[src/rtl/atsl_pkg.sv]
package atsl_pkg;
  localparam int unsigned LANES       = 8;
  localparam int unsigned OFF_W       = $clog2(LANES);
  localparam int unsigned LEN_W       = OFF_W + 1;
  localparam int unsigned SIZE_W      = 3;
  localparam int unsigned BURST_BEATS = 4;
  localparam int unsigned BEAT_W      = $clog2(BURST_BEATS + 1);

  typedef enum logic [SIZE_W-1:0] {
    SZ_DWORD = 3'b000,
    SZ_BYTE1 = 3'b001,
    SZ_BYTE2 = 3'b010,
    SZ_BYTE3 = 3'b011,
    SZ_BYTE4 = 3'b100
  } size_code_e;

  // byte count of a single beat, 0 for an unknown code
  function automatic logic [LEN_W-1:0] size_len(input logic [SIZE_W-1:0] code);
    case (code)
      SZ_DWORD: size_len = LEN_W'(LANES);
      SZ_BYTE1: size_len = LEN_W'(1);
      SZ_BYTE2: size_len = LEN_W'(2);
      SZ_BYTE3: size_len = LEN_W'(3);
      SZ_BYTE4: size_len = LEN_W'(4);
      default:  size_len = '0;
    endcase
  endfunction
endpackage

[src/rtl/atsl_lane_dec.sv]
module atsl_lane_dec
  import atsl_pkg::*;
(
  input  logic [OFF_W-1:0]  off_i,
  input  logic              burst_i,
  input  logic [SIZE_W-1:0] size_i,
  output logic [LANES-1:0]  lane_en_o,
  output logic [BEAT_W-1:0] beats_o,
  output logic              err_o
);
  logic [LEN_W-1:0] len;
  logic [LEN_W:0]   end_pos;
  logic             bad;
  logic [LANES-1:0] mask;

  assign len     = size_len(size_i);
  assign end_pos = {1'b0, len} + (LEN_W+1)'(off_i);
  assign bad     = (len == '0) || (end_pos > (LEN_W+1)'(LANES));

  for (genvar i = 0; i < LANES; i++) begin : g_lane
    assign mask[i] = ((LEN_W+1)'(i) >= (LEN_W+1)'(off_i)) &&
                     ((LEN_W+1)'(i) <  end_pos);
  end

  always_comb begin
    if (burst_i) begin
      lane_en_o = '1;
      beats_o   = BEAT_W'(BURST_BEATS);
      err_o     = 1'b0;
    end else if (bad) begin
      lane_en_o = '0;
      beats_o   = '0;
      err_o     = 1'b1;
    end else begin
      lane_en_o = mask;
      beats_o   = BEAT_W'(1);
      err_o     = 1'b0;
    end
  end
endmodule

[src/rtl/atsl_ack_timer.sv]
module atsl_ack_timer #(
  parameter int unsigned WAIT_W = 3
) (
  input  logic              clk_i,
  input  logic              rst_ni,
  input  logic              start_i,
  input  logic [WAIT_W-1:0] wait_i,
  output logic              accept_o,
  output logic              ack_o,
  output logic              proto_err_o
);
  logic              busy_q;
  logic [WAIT_W-1:0] cnt_q;
  logic              ack_cyc;

  assign ack_cyc  = busy_q && (cnt_q == '0);
  assign accept_o = start_i && (!busy_q || ack_cyc);
  assign ack_o    = ack_cyc;

  always_ff @(posedge clk_i or negedge rst_ni) begin
    if (!rst_ni) begin
      busy_q      <= 1'b0;
      cnt_q       <= '0;
      proto_err_o <= 1'b0;
    end else begin
      proto_err_o <= start_i && busy_q && !ack_cyc;
      if (accept_o) begin
        busy_q <= 1'b1;
        cnt_q  <= wait_i;
      end else if (busy_q) begin
        if (ack_cyc) busy_q <= 1'b0;
        else         cnt_q  <= cnt_q - 1'b1;
      end
    end
  end
endmodule

[src/rtl/addr_tenure_slave.sv]
module addr_tenure_slave
  import atsl_pkg::*;
#(
  parameter int unsigned ADDR_W = 32,
  parameter int unsigned WAIT_W = 3
) (
  input  logic              clk_i,
  input  logic              rst_ni,
  input  logic              start_i,
  input  logic [ADDR_W-1:0] addr_i,
  input  logic              burst_i,
  input  logic [SIZE_W-1:0] size_i,
  input  logic [WAIT_W-1:0] wait_i,
  output logic              ack_o,
  output logic [LANES-1:0]  lane_en_o,
  output logic [BEAT_W-1:0] beats_o,
  output logic              err_o,
  output logic              proto_err_o
);
  logic              accept;
  logic [LANES-1:0]  dec_lanes;
  logic [BEAT_W-1:0] dec_beats;
  logic              dec_err;

  atsl_ack_timer #(.WAIT_W(WAIT_W)) u_timer (
    .clk_i       (clk_i),
    .rst_ni      (rst_ni),
    .start_i     (start_i),
    .wait_i      (wait_i),
    .accept_o    (accept),
    .ack_o       (ack_o),
    .proto_err_o (proto_err_o)
  );

  atsl_lane_dec u_dec (
    .off_i     (addr_i[OFF_W-1:0]),
    .burst_i   (burst_i),
    .size_i    (size_i),
    .lane_en_o (dec_lanes),
    .beats_o   (dec_beats),
    .err_o     (dec_err)
  );

  always_ff @(posedge clk_i or negedge rst_ni) begin
    if (!rst_ni) begin
      lane_en_o <= '0;
      beats_o   <= '0;
      err_o     <= 1'b0;
    end else if (accept) begin
      lane_en_o <= dec_lanes;
      beats_o   <= dec_beats;
      err_o     <= dec_err;
    end
  end
endmodule

[config.mk]
export PLATFORM = sky130hd
export DESIGN_NAME = addr_tenure_slave
export DESIGN_NICKNAME = d
export VERILOG_FILES = /design/src/rtl/atsl_pkg.sv /design/src/rtl/atsl_lane_dec.sv /design/src/rtl/atsl_ack_timer.sv /design/src/rtl/addr_tenure_slave.sv
export SDC_FILE = /design/constraint.sdc
export NUM_CORES = 1
export LEC_CHECK = 0
export CAP_MARGIN = 30
export CORE_ASPECT_RATIO = 1.25
export CORE_MARGIN = 8
export CORE_UTILIZATION = 38
export CTS_CLUSTER_DIAMETER = 50
export DETAILED_ROUTE_END_ITERATION = 6
export GPL_TIMING_DRIVEN = 0
export HOLD_SLACK_MARGIN = 0.05
export PLACE_DENSITY = 0.73
export SLEW_MARGIN = 20
export SYNTH_ARGS = -nofsm -noshare
export SYNTH_HDL_FRONTEND = slang
export SYNTH_HIERARCHICAL = 1
export SYNTH_SLANG_ARGS = --single-unit
[constraint.sdc]
create_clock -name clk_i -period 1.69 [get_ports clk_i]
set_clock_uncertainty 0.2 [all_clocks]
set_input_delay 0.507 -clock clk_i [delete_from_list [all_inputs] [get_ports clk_i]]
set_output_delay 0.507 -clock clk_i [all_outputs]
set_load 0.005 [all_outputs]
# After elaboration in Yosys (flattened, before gate mapping)
# Index checks and enable logic that the tools add are counted.
# op_classes
n_addsub	2
n_mul	0
div_mod_pow	0
n_lt_le_gt_ge	16
n_eq_ne	5
shifts	0
n_mux	13
bitwise	0
reduce_logical	20
# op_table
operator	count
3-bit by 5-bit < comparator with 1-bit output, first input constant	4
4-bit one-hot mux with 5 select lines	1
8-bit two-way mux	2
3-bit two-way mux	4
1-bit logical AND	11
1-bit by 5-bit < comparator with 1-bit output, first input constant	2
2-bit by 5-bit < comparator with 1-bit output, first input constant	2
3-bit greater-or-equal comparator, first input constant	3
3-bit by 2-bit == test with 1-bit output, second input constant	2
1-bit by 3-bit greater-or-equal comparator with 1-bit output, first input constant	2
2-bit by 3-bit greater-or-equal comparator with 1-bit output, first input constant	2
3-bit logical NOT	2
1-bit two-way mux	6
4-bit by 3-bit adder with 5-bit output	1
5-bit by 4-bit > comparator with 1-bit output, second input constant	1
4-bit logical NOT	1
3-bit by 1-bit == test with 1-bit output, second input constant	1
3-bit == test, second input constant	1
3-bit by 1-bit subtractor with 3-bit output, second input constant	1
1-bit logical NOT	2
1-bit logical OR	2
2-bit != test, second input constant	1
2-bit AND reduction	1
2-bit nonzero test	1
# word_totals
reg_bits	17
latchBits	0
ramBits	0
romBits	0
input_bits	42
out_inout_bits	14
word_cells	62
memories	0

# Logic depth before layout (Yosys ltp)
# logic_depth
ltp_word	7
depth_mapped	9
ltp_nobuf	8

# Cells and area by module
# Netlist, hierarchy kept.
# by_module_without_submodules
mod	n_inst	cells_per_inst	area_per_inst_um2	seq_area_each_um2
atsl_lane_dec	1	68	514.2	0.0
addr_tenure_slave	1	25	484.2	300.3
atsl_ack_timer	1	27	285.3	125.1

# Worst setup path after synthesis
# No wires, ideal clock.
# synth_timing
path_kind	input -> register
start	in size_i[2]
end	reg lane_en_o[2]
arrival_time_ns	2.537
slack_ns	-1.172
cell_stages	9
path_buffers	1
cell_sequence	buf_6 -> nor2b_1 -> ha_1 -> fa_1 -> xor2_1 -> a2111oi_1 -> a22o_1 -> o31ai_1 -> mux2_4
# synth_between
elab_chain_len	7
# synth_rtl
element	line_no	text
from (decl)	addr_tenure_slave.sv:12	input logic [SIZE_W-1:0] size_i,
3-bit == test, or another cell as far along	atsl_pkg.sv:19	case (code)
4-bit one-hot mux with 5 select lines (*)	atsl_pkg.sv:19	
4-bit by 3-bit adder with 5-bit output	atsl_lane_dec.sv:17	assign end_pos = {1'b0, len} + (LEN_W+1)'(off_i);
2-bit by 5-bit < comparator with 1-bit output or 5-bit by 4-bit > comparator with 1-bit output (tied branches)	atsl_lane_dec.sv:22, atsl_lane_dec.sv:18	
1-bit logical AND or 1-bit logical OR (tied branches)	atsl_lane_dec.sv:21, atsl_lane_dec.sv:18	
8-bit two-way mux (*)	atsl_lane_dec.sv:30	end else if (bad) begin
8-bit two-way mux (*)	atsl_lane_dec.sv:26	if (burst_i) begin
named net dec_lanes[2]	addr_tenure_slave.sv:21	logic [LANES-1:0] dec_lanes;
to (signal assigned)	addr_tenure_slave.sv:50	lane_en_o <= dec_lanes;
to (decl)	addr_tenure_slave.sv:15	output logic [LANES-1:0] lane_en_o,
# Mark *: on every way through the listed nets, which the timed path passes. The rest lies on a longest branch.
# A chain may end at the register's enable or synchronous reset.

# Final worst setup path
# layout_timing
start	in size_i[0]
end	reg lane_en_o[7]
# layout_between
elab_chain_len	7
# layout_rtl
element	line_no	text
3-bit == test, or another cell as far along	atsl_pkg.sv:19	
4-bit one-hot mux with 5 select lines (*)	atsl_pkg.sv:19	
4-bit by 3-bit adder with 5-bit output	atsl_lane_dec.sv:17	
5-bit by 4-bit > comparator with 1-bit output	atsl_lane_dec.sv:18	assign bad = (len == '0) || (end_pos > (LEN_W+1)'(LANES));
1-bit logical OR	atsl_lane_dec.sv:18	
8-bit two-way mux (*)	atsl_lane_dec.sv:30	
8-bit two-way mux (*)	atsl_lane_dec.sv:26	
named net dec_lanes[7]	addr_tenure_slave.sv:21	
# Marked as above.

==> flow_metrics.env <==
export IMPL_status="complete, but fails checks"
export IMPL_violations="negative setup slack"
export IMPL_yosys_top_cells_area="dfrtp_1, mux2_4, ha_1, mux2i_1, xnor2_1"
export IMPL_area_growth_synth_to_final_pct=51.4
export IMPL_critPathArrivalTime_ns=2.56
export IMPL_p_total_w=0.00252
export IMPL_synth_xor_area_share_pct=2.73
export IMPL_cp_num_cells=9
export IMPL_synth_edff_count=0
export IMPL_synth_top_area_share_pct=33.1
export IMPL_r2r_start="u_timer/cnt_q[1]"
export IMPL_clock_fmax_mhz=383
export IMPL_viasPerCell=5.73
export IMPL_cp_end_kind="register"
export IMPL_fin_crit_sh_pct=155
export IMPL_endpoint="lane_en_o[7]"
export IMPL_num_rows=23
export IMPL_ctsRootBufferMaster="clkbuf_8"
export IMPL_port_buffer_count=24
export IMPL_reg2reg_to="lane_en_o[2]"
export IMPL_drt_first_iter_violations=87
export IMPL_min_path_type="reg -> reg"
export IMPL_die_w_um=68.0
export IMPL_initial_core_util_pct=39.8
export IMPL_syn_nets=168
export IMPL_io_pin_count=56
export IMPL_drt_pass1_iter_count=4
export IMPL_syn_area_per_cell_um2=10.7
export IMPL_slew_headroom_pct=50.7
export IMPL_clk_latency_ns=0.26
export IMPL_ff2ff_path_depth=8
export IMPL_cts_buffers=3
export IMPL_vias=1157
export IMPL_fillers=287
export IMPL_ys_flop_type="dfrtp_1"
export IMPL_detail_route_antenna_nets=0
export IMPL_final_setup_worst_slack_ns=-0.922
export IMPL_cap_violations=0
export IMPL_drive_above_1_share_pct=44.8
export IMPL_design_area_um2=1940
export IMPL_critPathTopFamily="adder cells"
export IMPL_required_ns=1.64
export IMPL_htreeDepth=1
export IMPL_stdcell_count=202
export IMPL_slowest_stage="fa_2"
export IMPL_netlist_cell_type_count=48
export IMPL_reg2reg_slack_ns=-0.09
export IMPL_cts_clk_slew_worst_paths_ns=0.07
export IMPL_grt_use_total_pct=14.5
export IMPL_holdBufCountCts=0
export IMPL_rsz0062_at_grt="true"
export IMPL_setup_tns_ns=-9.24
export IMPL_yosysWarnings=6
export IMPL_synth_cell_area_um2=1280
export IMPL_gp_congestion=0.932
export IMPL_pre_cts_ws_ns=-1.71
export IMPL_wirelength_mm=3.79
export IMPL_die_area_um2=5510
export IMPL_async_reset_ff_share_pct=100
export IMPL_power_density_nw_per_um2=1300
export IMPL_wl_per_cell_um=18.8
export IMPL_drc=0
export IMPL_synthMuxAreaShare_pct=16.6
export IMPL_ctsLongestPathBuffers=2
export IMPL_path_class="in -> reg"
export IMPL_p_leak_nw=0.868
export IMPL_grt_pass1_vias=1291
export IMPL_ys_ff_latch=17
export IMPL_clock_sinks=17
export IMPL_cts_tree="built"
export IMPL_synth_common_cells="dfrtp_1, mux2_4, nor2_1"
export IMPL_ys_seq_area_share_pct=33.1
export IMPL_vdd_ir_drop_max_uv=835
export IMPL_setup_viol=12
export IMPL_grt_max_degree=18
export IMPL_final_max_slew_viol_count=0
export IMPL_tightestPinTransition_ns=0.738
export IMPL_path_cells="buf_8, nor2b_4, ha_4, fa_2, nor2_4, a211o_1, a22oi_2, o21ai_1, mux2_4"
export IMPL_n_antenna_cell=0
export IMPL_antenna_found_initial=0
export IMPL_grt_pass1_wl_mm=6.15
export IMPL_dpl_hpwl_mm=2.38
export IMPL_syn_inst=120
export IMPL_hold_viol=0
export IMPL_crit_fanout=5
export IMPL_core_um2=3220
export IMPL_start_kind="primary input"
export IMPL_slowest_delay_ns=0.61
export IMPL_crit_buf_inv=1
export IMPL_placedCellCount=181
export IMPL_dieHeight_um=81.0
export IMPL_grt_ovfl_total=0
export IMPL_synth_top_family_by_area="compound AO/OA/AOI/OAI gates"
export IMPL_finalCriticalPeriod_ns=2.61
export IMPL_nets=214
export IMPL_synth_compound_area_share_pct=19.0
export IMPL_startpoint="size_i[0]"
export IMPL_synth_fa_ha_area_share_pct=6.43
export IMPL_yosysMostFrequentCell="dfrtp_1"
export IMPL_synth_area_leader_cell="dfrtp_1"
export IMPL_placed_area_um2=1590
export IMPL_synth_simple_gate_area_share_pct=16.4
## flip-flops by register name (all words and copies together), names as in the netlist
register             count
lane_en_o                8
u_timer/proto_err_o      1
u_timer/cnt_q            3
u_timer/busy_q           1
err_o                    1
beats_o                  3
## logic make-up (layout without fill, tap and decap cells)
logic type / count (synthesis) / in the layout
simple gates: 36 / 36
compound gates: 29 / 30
flops: 17 / 17
mux: 16 / 16
buf+inv: 11 / 55
fa+ha+maj: 6 / 6
xor+xnor: 4 / 4
other cells: 1 / 1
## cell usage in the layout (no fill, tap or decap), types with 2 or more instances in the layout
cell type,instances
nand3_1,4
mux2i_1,4
o41ai_2,2
dlygate4sd2_1,14
nor2_4,2
clkdlybuf4s50_1,5
dfrtp_1,17
o31ai_1,3
nor2_1,3
xnor2_1,2
buf_8,2
a22o_1,2
buf_2,4
ha_1,2
a2111oi_4,2
ha_4,3
nand2b_1,2
buf_4,16
mux2_4,11
nand2_1,3
and2_1,3
nor2b_4,2
inv_2,2
buf_6,2
buf_12,2
nor3_1,2
a21o_1,2
inv_1,2
a21oi_1,5
clkbuf_8,3
## layout make-up
cell class / count / area, um^2 / area share, %
repair buffers: 41 / 377 / 19.4
plain buffers: 6 / 66.3 / 3.41
inverters: 4 / 15.0 / 0.773
multi-input cells: 93 / 967 / 49.8
well taps: 37 / 46.3 / 2.38
clock inverters: 1 / 5.00 / 0.258
flip-flops and latches: 17 / 425 / 21.9
clock buffers: 3 / 41.3 / 2.12
## per-layer routing
layer	GRT usage [%]	up-vias	share of wire [%]
met2	27.4	47	55
met4	8.01	0	2.6
met1	14.7	561	36
li1	-	542	-
met5	0	-	0
met3	1.79	7	6.5
## per-stage QoR
stage          util, %  hold slack [ns]
2_1_floorplan        -           0.0114
3_3_place_gp      49.4            0.273
3_5_place_dp      49.4            0.292
4_1_cts           58.2            0.316
5_1_grt           60.3            0.332
6_report          60.3            0.312
## power breakdown
group	switching, W	internal [W]
combinational	0.000570	0.000897
clock	0.000143	0.000164
sequential	0.000134	0.000613
## worst min path at each step
| stage | from | to | slack, ns | depth (start not counted) |
|---|---|---|---|---|
| after CTS | err_o | err_o | 0.32 | 1 |
| after global routing | lane_en_o[4] | lane_en_o[4] | 0.33 | 1 |
| after global placement | u_timer/cnt_q[0] | u_timer/cnt_q[0] | 0.27 | 1 |
| after floorplan | rst_ni | beats_o[0] | 0.01 | 0 |
| final | err_o | err_o | 0.31 | 1 |
| after detailed placement | u_timer/cnt_q[0] | u_timer/cnt_q[0] | 0.29 | 1 |
## repair_timing
action / CTS / global route
setup buffers: 13 / 3
gates cloned: 2 / 0
setup endpoints to repair: 26 / 13
resized for setup: 62 / 7
pin swaps: 14 / 7
(Power assumes the default switching activity.)
